### config.mk
export PLATFORM = sky130hd
export DESIGN_NAME = retire_ring
export DESIGN_NICKNAME = d
export VERILOG_FILES = /design/src/rtl/retire_ring_pkg.sv /design/src/rtl/retire_ring_store.sv /design/src/rtl/retire_ring_select.sv /design/src/rtl/retire_ring.sv
export SDC_FILE = /design/constraint.sdc
export NUM_CORES = 1
export LEC_CHECK = 0
export BUFFER_PORTS_ARGS = -buffer_cell sky130_fd_sc_hd__buf_4
export CORE_ASPECT_RATIO = 1.1
export CORE_MARGIN = 2
export CORE_UTILIZATION = 35
export CTS_BUF_LIST = sky130_fd_sc_hd__clkbuf_4 sky130_fd_sc_hd__clkbuf_8
export DETAILED_ROUTE_END_ITERATION = 8
export MAX_ROUTING_LAYER = met4
export PLACE_DENSITY = 0.58
export SLEW_MARGIN = 20
export SYNTH_ARGS = -nofsm -noshare
export SYNTH_HDL_FRONTEND = slang
export SYNTH_SLANG_ARGS = --single-unit
### constraint.sdc
create_clock -name clk -period 7.76 [get_ports clk]
set_clock_uncertainty 0.1 [all_clocks]
set_input_delay 0 -clock clk [delete_from_list [all_inputs] [get_ports clk]]
set_output_delay 0 -clock clk [all_outputs]
set_load 0.005 [all_outputs]
### src/rtl/retire_ring_pkg.sv
package retire_ring_pkg;

   // Slots consumed by a request: at least one, never more than the ring.
   function automatic int slots_for(input int uops, input int depth);
      if (uops == 0) return 1;
      if (uops > depth) return depth;
      return uops;
   endfunction

   // Modular advance of a ring index by at most one full turn.
   function automatic int ring_add(input int pos, input int step, input int depth);
      int sum;
      sum = pos + step;
      if (sum >= depth) sum = sum - depth;
      return sum;
   endfunction

endpackage

### src/rtl/retire_ring_store.sv
module retire_ring_store #(
   parameter int DEPTH = 12,
   parameter int ID_W  = 8,
   parameter int IDX_W = 4,
   parameter int CNT_W = 4
) (
   input  logic             clk,
   input  logic             rst_n,
   input  logic             wr_en,
   input  logic [IDX_W-1:0] wr_idx,
   input  logic [ID_W-1:0]  wr_id,
   input  logic [CNT_W-1:0] wr_cnt,
   input  logic             mark_en,
   input  logic [IDX_W-1:0] mark_idx,
   input  logic [DEPTH-1:0] clr_mask,
   output logic [DEPTH-1:0] head_of_entry,
   output logic [DEPTH-1:0] finished,
   output logic [ID_W-1:0]  ent_id  [DEPTH],
   output logic [CNT_W-1:0] ent_cnt [DEPTH]
);

   for (genvar s = 0; s < DEPTH; s++) begin : g_slot
      logic hit_wr;
      logic hit_mark;
      assign hit_wr   = wr_en && (wr_idx == IDX_W'(s));
      assign hit_mark = mark_en && (mark_idx == IDX_W'(s));

      always_ff @(posedge clk or negedge rst_n) begin
         if (!rst_n) begin
            head_of_entry[s] <= 1'b0;
            finished[s]      <= 1'b0;
            ent_id[s]        <= '0;
            ent_cnt[s]       <= '0;
         end else if (hit_wr) begin
            head_of_entry[s] <= 1'b1;
            finished[s]      <= 1'b0;
            ent_id[s]        <= wr_id;
            ent_cnt[s]       <= wr_cnt;
         end else begin
            if (clr_mask[s]) head_of_entry[s] <= 1'b0;
            if (hit_mark)    finished[s]      <= 1'b1;
         end
      end
   end

endmodule

### src/rtl/retire_ring_select.sv
module retire_ring_select
   import retire_ring_pkg::*;
#(
   parameter int DEPTH = 12,
   parameter int ID_W  = 8,
   parameter int IDX_W = 4,
   parameter int CNT_W = 4,
   parameter int LANES = 2
) (
   input  logic [IDX_W-1:0] head,
   input  logic [CNT_W-1:0] occupied,
   input  logic [DEPTH-1:0] head_of_entry,
   input  logic [DEPTH-1:0] finished,
   input  logic [ID_W-1:0]  ent_id  [DEPTH],
   input  logic [CNT_W-1:0] ent_cnt [DEPTH],
   output logic [LANES-1:0] lane_vld,
   output logic [ID_W-1:0]  lane_id [LANES],
   output logic [DEPTH-1:0] clr_mask,
   output logic [CNT_W-1:0] freed,
   output logic [IDX_W-1:0] head_nxt
);

   // Serial walk from the head: each lane depends on all older lanes.
   always_comb begin
      logic [IDX_W-1:0] pos;
      int used;
      int step;
      logic go;
      pos      = head;
      used     = 0;
      go       = 1'b1;
      lane_vld = '0;
      clr_mask = '0;
      for (int k = 0; k < LANES; k++) begin
         lane_id[k] = '0;
         step       = 0;
         if (go && (used < int'(occupied)) && head_of_entry[pos] && finished[pos]) begin
            lane_vld[k]   = 1'b1;
            lane_id[k]    = ent_id[pos];
            clr_mask[pos] = 1'b1;
            step          = int'(ent_cnt[pos]);
            used          = used + step;
            pos           = IDX_W'(ring_add(int'(pos), step, DEPTH));
         end else begin
            go = 1'b0;
         end
      end
      freed    = CNT_W'(used);
      head_nxt = pos;
   end

endmodule

### src/rtl/retire_ring.sv
module retire_ring
   import retire_ring_pkg::*;
#(
   parameter int DEPTH      = 12,
   parameter int ID_W       = 8,
   parameter int UOP_W      = 5,
   parameter int RETIRE_MAX = 2,
   localparam int IDX_W     = $clog2(DEPTH),
   localparam int CNT_W     = $clog2(DEPTH + 1),
   localparam int LANES     = (RETIRE_MAX == 0) ? DEPTH : RETIRE_MAX
) (
   input  logic                  clk,
   input  logic                  rst_n,
   input  logic                  alloc_valid,
   input  logic [UOP_W-1:0]      alloc_uops,
   input  logic [ID_W-1:0]       alloc_id,
   output logic                  alloc_ready,
   output logic [IDX_W-1:0]      alloc_token,
   input  logic                  done_valid,
   input  logic [IDX_W-1:0]      done_token,
   output logic [LANES-1:0]      ret_valid,
   output logic [LANES*ID_W-1:0] ret_id,
   output logic [CNT_W-1:0]      free_slots,
   output logic                  empty
);

   if (DEPTH < 2) begin : g_bad_depth
      $error("retire_ring: DEPTH must be at least 2");
   end
   if (RETIRE_MAX < 0 || RETIRE_MAX > DEPTH) begin : g_bad_lanes
      $error("retire_ring: RETIRE_MAX must lie in 0..DEPTH");
   end
   if (ID_W < 1 || UOP_W < 1) begin : g_bad_width
      $error("retire_ring: ID_W and UOP_W must be positive");
   end

   logic [IDX_W-1:0] head_q, tail_q, head_nxt;
   logic [CNT_W-1:0] free_q, take, freed, occupied;
   logic             fire, tok_in_range, mark_en;
   logic [DEPTH-1:0] head_of_entry, finished, clr_mask;
   logic [ID_W-1:0]  ent_id  [DEPTH];
   logic [CNT_W-1:0] ent_cnt [DEPTH];
   logic [ID_W-1:0]  lane_id [LANES];

   always_comb take = CNT_W'(slots_for(int'(alloc_uops), DEPTH));

   assign alloc_ready = (take <= free_q);
   assign fire        = alloc_valid && alloc_ready;
   assign occupied    = CNT_W'(DEPTH) - free_q;

   // Token range filter: free when every index value is a real slot.
   if (DEPTH == (1 << IDX_W)) begin : g_tok_pow2
      assign tok_in_range = 1'b1;
   end else begin : g_tok_clip
      assign tok_in_range = (done_token < IDX_W'(DEPTH));
   end

   assign mark_en = done_valid && tok_in_range &&
                    head_of_entry[done_token] && !finished[done_token];

   retire_ring_store #(
      .DEPTH(DEPTH), .ID_W(ID_W), .IDX_W(IDX_W), .CNT_W(CNT_W)
   ) store_i (
      .clk          (clk),
      .rst_n        (rst_n),
      .wr_en        (fire),
      .wr_idx       (tail_q),
      .wr_id        (alloc_id),
      .wr_cnt       (take),
      .mark_en      (mark_en),
      .mark_idx     (done_token),
      .clr_mask     (clr_mask),
      .head_of_entry(head_of_entry),
      .finished     (finished),
      .ent_id       (ent_id),
      .ent_cnt      (ent_cnt)
   );

   retire_ring_select #(
      .DEPTH(DEPTH), .ID_W(ID_W), .IDX_W(IDX_W), .CNT_W(CNT_W), .LANES(LANES)
   ) select_i (
      .head         (head_q),
      .occupied     (occupied),
      .head_of_entry(head_of_entry),
      .finished     (finished),
      .ent_id       (ent_id),
      .ent_cnt      (ent_cnt),
      .lane_vld     (ret_valid),
      .lane_id      (lane_id),
      .clr_mask     (clr_mask),
      .freed        (freed),
      .head_nxt     (head_nxt)
   );

   for (genvar k = 0; k < LANES; k++) begin : g_lane
      assign ret_id[k*ID_W +: ID_W] = lane_id[k];
   end

   always_ff @(posedge clk or negedge rst_n) begin
      if (!rst_n) begin
         head_q <= '0;
         tail_q <= '0;
         free_q <= CNT_W'(DEPTH);
      end else begin
         head_q <= head_nxt;
         if (fire) tail_q <= IDX_W'(ring_add(int'(tail_q), int'(take), DEPTH));
         free_q <= free_q - (fire ? take : '0) + freed;
      end
   end

   assign alloc_token = tail_q;
   assign free_slots  = free_q;
   assign empty       = (free_q == CNT_W'(DEPTH));

endmodule

# Word level (Yosys, flattened, before mapping)
# Cells that the tools add are included.
dict set report totals {
  ram_bits 0
  inputBits 21
  mem_count 0
  mem_bits_ro 0
  register_bits 180
  out_inout_bits 28
  latchBits 0
}
dict set report op_classes {
  order_cmp 15
  bitwise 3
  eq_ne 23
  n_div 0
  add_sub_neg 10
  multipliers 0
  reduce_logical 63
  shifts 0
  n_mux 97
}
# op n
set ops {}
lappend ops {{8-bit binary-select mux with 4-bit select} 2}
lappend ops {{1-bit 2-to-1 mux} 62}
lappend ops {{4-bit 2-to-1 mux} 15}
lappend ops {{8-bit 2-to-1 mux} 6}
lappend ops {{2-bit nonzero test} 24}
lappend ops {{4-bit equality test, second input constant} 9}
lappend ops {{1-bit logical AND} 35}
lappend ops {{4-bit binary-select mux with 4-bit select} 2}
lappend ops {{4-bit by 3-bit equality test with 1-bit output, second input constant} 8}
lappend ops {{1-bit binary-select mux with 4-bit select} 6}
lappend ops {{12-bit 2-to-1 mux} 2}
lappend ops {{4-bit by 2-bit equality test with 1-bit output, second input constant} 4}
lappend ops {{4-bit by 4-bit adder with 5-bit output} 3}
lappend ops {{5-bit by 4-bit >= comparator with 1-bit output, second input constant} 3}
lappend ops {{4-bit by 5-bit less-than comparator with 1-bit output, second input constant} 3}
lappend ops {{12-bit bitwise OR} 1}
lappend ops {{5-bit >= comparator, second input constant} 2}
lappend ops {{4-bit inverter with 5-bit output} 2}
lappend ops {{4-bit adder} 2}
lappend ops {{1-bit demux with 4-bit select} 2}
lappend ops {{4-bit by 1-bit equality test with 1-bit output, second input constant} 2}
lappend ops {{4-bit by 1-bit >= comparator with 1-bit output, second input constant} 2}
lappend ops {{4-bit zero test} 2}
lappend ops {{4-bit by 3-bit subtractor with 4-bit output, second input constant} 2}
lappend ops {{other kinds (10)} 10}

# Depth between registers and ports, before layout
dict set report depth {
  depth_word 16
  mapped_depth 35
}

# By module
# Synthesis repeated with hierarchy kept, for this count alone.
dict set report unflattened {
  hier_cells 1108
  hier_area_um2 11352.1
}
# module cells_per_inst n_inst area_each_um2
set by_module_without_submodules {}
lappend by_module_without_submodules {retire_ring_store 415 1 6387.4}
lappend by_module_without_submodules {retire_ring_select 560 1 3776.1}
lappend by_module_without_submodules {retire_ring 133 1 1188.6}

# Least setup slack after synthesis
# No wires, ideal clock.
dict set report synth_path {
  kind {register to register}
  startpoint {reg head_q[1]}
  endpoint {reg free_q[3], in the netlist free_slots[3]}
  n_path_buf 5
  period_less_slack_ps 7196
  setup_time_ps 75
  path_slack_ps 564
  path_stages_with_launch 34
  arrival_time_ps 7021
  cell_sequence {dfrtp_1 > buf_2 > buf_1 > clkbuf_1 > mux4_2 > o2bb2ai_1 > ha_1 > a21o_1 > a21oi_1 > xnor2_1 > ha_1 > and3b_1 > nor2_1 > a31o_2 > o21a_1 > o22ai_1 > inv_1 > clkbuf_1 > clkbuf_1 > a311oi_1 > a21oi_1 > o22ai_1 > ha_1 > inv_1 > fa_1 > mux2i_1 > fa_1 > ha_1 > a21o_1 > a21oi_1 > xnor2_1 > xnor2_1 > xnor2_1 > xor2_1}
}
dict set report synth_via {
  elab_chain_cells 15
  word_cells_on_any_way 32
}
# item line_no
set synth_rtl {}
lappend synth_rtl {{start: declaration} retire_ring.sv:37} ;# logic [IDX_W-1:0] head_q, tail_q, head_nxt;
lappend synth_rtl {{start signal: assignment} retire_ring.sv:105} ;# head_q <= head_nxt;
lappend synth_rtl {{4-bit inverter with 5-bit output (implied by the code)} retire_ring_select.sv:41} ;# step = int'(ent_cnt[pos]);
lappend synth_rtl {{4-bit binary-select mux with 4-bit select} retire_ring_select.sv:41}
lappend synth_rtl {{4-bit 2-to-1 mux (implied by the code) (2 in a row)} retire_ring_select.sv:41}
lappend synth_rtl {{4-bit by 4-bit adder with 5-bit output} retire_ring_pkg.sv:13} ;# sum = pos + step;
lappend synth_rtl {{4-bit by 3-bit subtractor with 4-bit output / 5-bit by 4-bit >= comparator with 1-bit output (equally long branches)} retire_ring_pkg.sv:14} ;# if (sum >= depth) sum = sum - depth;
lappend synth_rtl {{4-bit 2-to-1 mux} retire_ring_pkg.sv:14}
lappend synth_rtl {{4-bit 2-to-1 mux} retire_ring_select.sv:37} ;# if (go && (used < int'(occupied)) && head_of_entry[pos] && finished[pos]) begin
lappend synth_rtl {{4-bit inverter with 5-bit output (implied by the code)} retire_ring_select.sv:41}
lappend synth_rtl {{4-bit binary-select mux with 4-bit select} retire_ring_select.sv:41}
lappend synth_rtl {{4-bit 2-to-1 mux (implied by the code) (2 in a row)} retire_ring_select.sv:41}
lappend synth_rtl {{4-bit adder} retire_ring_select.sv:42} ;# used = used + step;
lappend synth_rtl {{4-bit 2-to-1 mux (*)} retire_ring_select.sv:37}
lappend synth_rtl {{4-bit adder (*)} retire_ring.sv:107} ;# free_q <= free_q - (fire ? take : '0) + freed;
lappend synth_rtl {{end signal: assignment} retire_ring.sv:103} ;# free_q <= CNT_W'(DEPTH);
lappend synth_rtl {{end signal: assignment} retire_ring.sv:107}
lappend synth_rtl {{end: declaration} retire_ring.sv:38} ;# logic [CNT_W-1:0] free_q, take, freed, occupied;
# Every way passes the cells marked *; elsewhere a longest branch is shown, timed or not. The select of a mux whose other input is x is not followed.
# A chain may end at the register's enable or synchronous reset.

# Worst setup path in the final report
dict set report layout_path {
  startpoint {reg head_q[0]}
  endpoint {reg free_q[3], in the netlist free_slots[3]}
}
# The elaborated chain is that of the path after synthesis.

==> reports/qor.txt <==
Outcome = finished, violations left
Failing checks = negative hold slack
Number of setup buffers added after CTS = 0
Ranking of synthesized cells by area = dfrtp_1 40%, mux2_2 10%, mux4_2 9.3%
Number of max-cap violations = 0
Startpoint Class = flop
Synth Warn # = 0
Finished Core Util = 40.05%
Clk Latency, worst-skew pair = 490 ps
Slew @ Worst Pin = 1117 ps
Power density cells = 472.0 nW/um^2
Worst EP required = 8080 ps
Core Area = 31,310 sq um
Die width = 174.0 um
FF+latch count, synth = 180
R2r startpoint = head_q[0]$_DFF_PN0_
Final Hold Vio Count = 4
Total CTS buffers = 17
FP Rows = 68
Crit-path slowest cell = dfrtp_4
Total length of routed wires = 34.21 mm
First-pass GRT wire length = 53.74 mm
Clock transition at path regs = 120 ps
Final Cycle Share = 93.62%
Post-CTS sizing = 0
Post-synthesis cell count = 1,106
Syn-to-layout area delta = 12.70%
Max incr delay on CP = 590 ps
Hold-fix buffer count after cts = 23
Initial drt markers = 658
Number of port buffers = 48
Inserted Diodes = 0
Overall routing resource usage = 21.75%
Vias per cell = 5.663
Max Fclk = 137.6 MHz
Seq/Total Area, Yosys = 40.50%
TNS Setup = 0 ps
Filler cells = 3,188
Average instance area after synthesis = 10.06 sq um
Critical path arrival = 7580 ps
R2r setup slk = 500 ps
Leak = 0.005461 uW
Endpoints failing setup = 0
DR pass1 iterations = 6
Hold Path Class = in2async
Routability congestion estimate = 0.9317
H-tree depth = 4
Initial antenna violation count = 0
Ys async rst share = 100.0%
Worst r2r path cells = 31
IO Count = 49
Clk root buf = clkbuf_8
DPL Wire Length = 22.92 mm
Vias in the first global route = 9,062
GR Overflow Total = 0
# DRC = 0
CTS tree = yes
Distinct cell type count of the synthesized netlist = 77
Max Slew Vio Count = 0
Ys flop type = dfrtp_1
CTS Buffer Depth = 2
Final min period = 7265 ps
Pin count of the biggest net entering global routing = 71
Share of cells above drive strength 1 = 23.67%
Die ar. = 33,240 sq um
Die height = 191.0 um
Initial core utilization = 35.54%
Area leader, netlist = dfrtp_1
EDFF count, synth = 0
Worst R2R End = free_slots[3]$_DFF_PN1_
Yosys top cell area share = 40.03%
Drt wl/cell = 21.62 um
Clk sinks = 180
Syn_nets = 1,165
Critical path class = reg2reg
VDD IR max = 0.0001833 V
DRT antenna net count = 0
Mapped cell area = 11,130 sq um
DR vias = 8,959
WHS = -14.53 ps
CP Capture Type = flop
Crit-path max FO = 22
Total Nets Final = 1,208
RSZ-0062 raised after global routing = no
Slew margin rel. = 25.37%
==> registers in the layout, summed over array words and instances (netlist names) <==
signal and count:
head_q 4, store_i.ent_id 96, store_i.finished 12, store_i.ent_cnt 48
free_slots 4, alloc_token 4, store_i.head_of_entry 12
==> synth_stat cells (all sizes together) (8+ instances only) <==
| library cell | n |
|---|---|
| and2 | 17 |
| a21o | 9 |
| a31oi | 16 |
| inv | 41 |
| nor3 | 9 |
| xnor2 | 13 |
| mux2i | 18 |
| o21ai | 88 |
| nand2 | 198 |
| clkbuf | 51 |
| mux2 | 104 |
| nand3b | 9 |
| and3 | 8 |
| ha | 31 |
| dfrtp | 178 |
| o22ai | 13 |
| nand3 | 61 |
| nor2 | 42 |
| buf | 22 |
| mux4 | 46 |
| a21oi | 40 |
==> cell type report <==
type                    count  area (sq um)  area share [%]
multi-input cells         811          6150           49.04
repair buffers             97         789.5           6.296
clock buffers              18         241.5           1.926
clock inverters            14         163.9           1.307
flip-flops and latches    180          4512           35.98
well taps                 420         525.5           4.191
inverters                  42         157.7           1.257
==> kinds of logic after synthesis <==
logic type,Yosys count,share of synthesized area (%)
mux,168,21.52
buf+inv,115,4.329
fa+ha+maj,38,4.745
compound gates,216,12.40
flops,180,40.50
simple gates,374,15.32
xor+xnor,15,1.181
==> power breakdown <==
group / internal [uW] / switching [uW]
combinational: 1550 / 1960
sequential: 1340 / 385
clock: 275 / 403
==> stage by stage <==
step / instances / setup slack, ps / power [uW] / cell area [sq um]
final: 1582 / 495.1 / 5919 / 12540
after global routing: 1582 / 12.69 / 6388 / 12540
after floorplan: 1106 / 564.1 / 4181 / 11130
after CTS: 1582 / 540.1 / 5910 / 12540
after global placement: 1527 / 654.7 / 5148 / 11900
after detailed placement: 1527 / 561.5 / 5208 / 11900
==> routing by layer <==
layer	routed length, um	GRT usage (%)	up-vias
met4	627	5.882	0
met1	15020	28.25	4531
met5	0	-	-
met2	16890	35.95	312
met3	1672	2.884	55
li1	-	-	4061
==> worst max-delay path: cells and delay by family (launching register included) <==
kind                     cells  cell delay [ps]
AO/OA/AOI/OAI                8             1460
flip-flops                   1              590
XOR/XNOR                     5              750
multiplexers                 3              990
buffers and inverters        6              820
AND/OR/NAND/NOR              2              380
adder cells (fa/ha/maj)      7             2120
==> cells in the final DEF (no fill, tap or decap), drive strengths merged, types with 5 or more instances in the layout <==
cell and count:
nand2 198, dfrtp 178, mux2 104, o21ai 88
buf 74, nand3 61, inv 50, mux4 46
nor2 42, a21oi 40, ha 31, dlygate4sd3 23
mux2i 18, clkbuf 18, and2 17, a31oi 16
xnor2 13, o22ai 13, nand3b 9, a21o 9
nor3 9, and3 8, nor3b 7, fa 7
nor2b 6, nand2b 5, a311oi 5, nor4 5
o31ai 5
==> how the worst max path moves through the flow <==
stage	start	end	slack, ps	cells past startpoint
5_1_grt	head_q[0]$_DFF_PN0_	free_slots[3]$_DFF_PN1_	10	29
3_3_place_gp	head_q[0]$_DFF_PN0_	free_slots[3]$_DFF_PN1_	650	31
3_5_place_dp	head_q[0]$_DFF_PN0_	free_slots[3]$_DFF_PN1_	560	31
6_report	head_q[0]$_DFF_PN0_	free_slots[3]$_DFF_PN1_	500	31
2_1_floorplan	head_q[1]$_DFF_PN0_	free_slots[3]$_DFF_PN1_	560	33
4_1_cts	head_q[0]$_DFF_PN0_	free_slots[3]$_DFF_PN1_	540	31
Note: power is estimated with default switching activity, not from simulation.
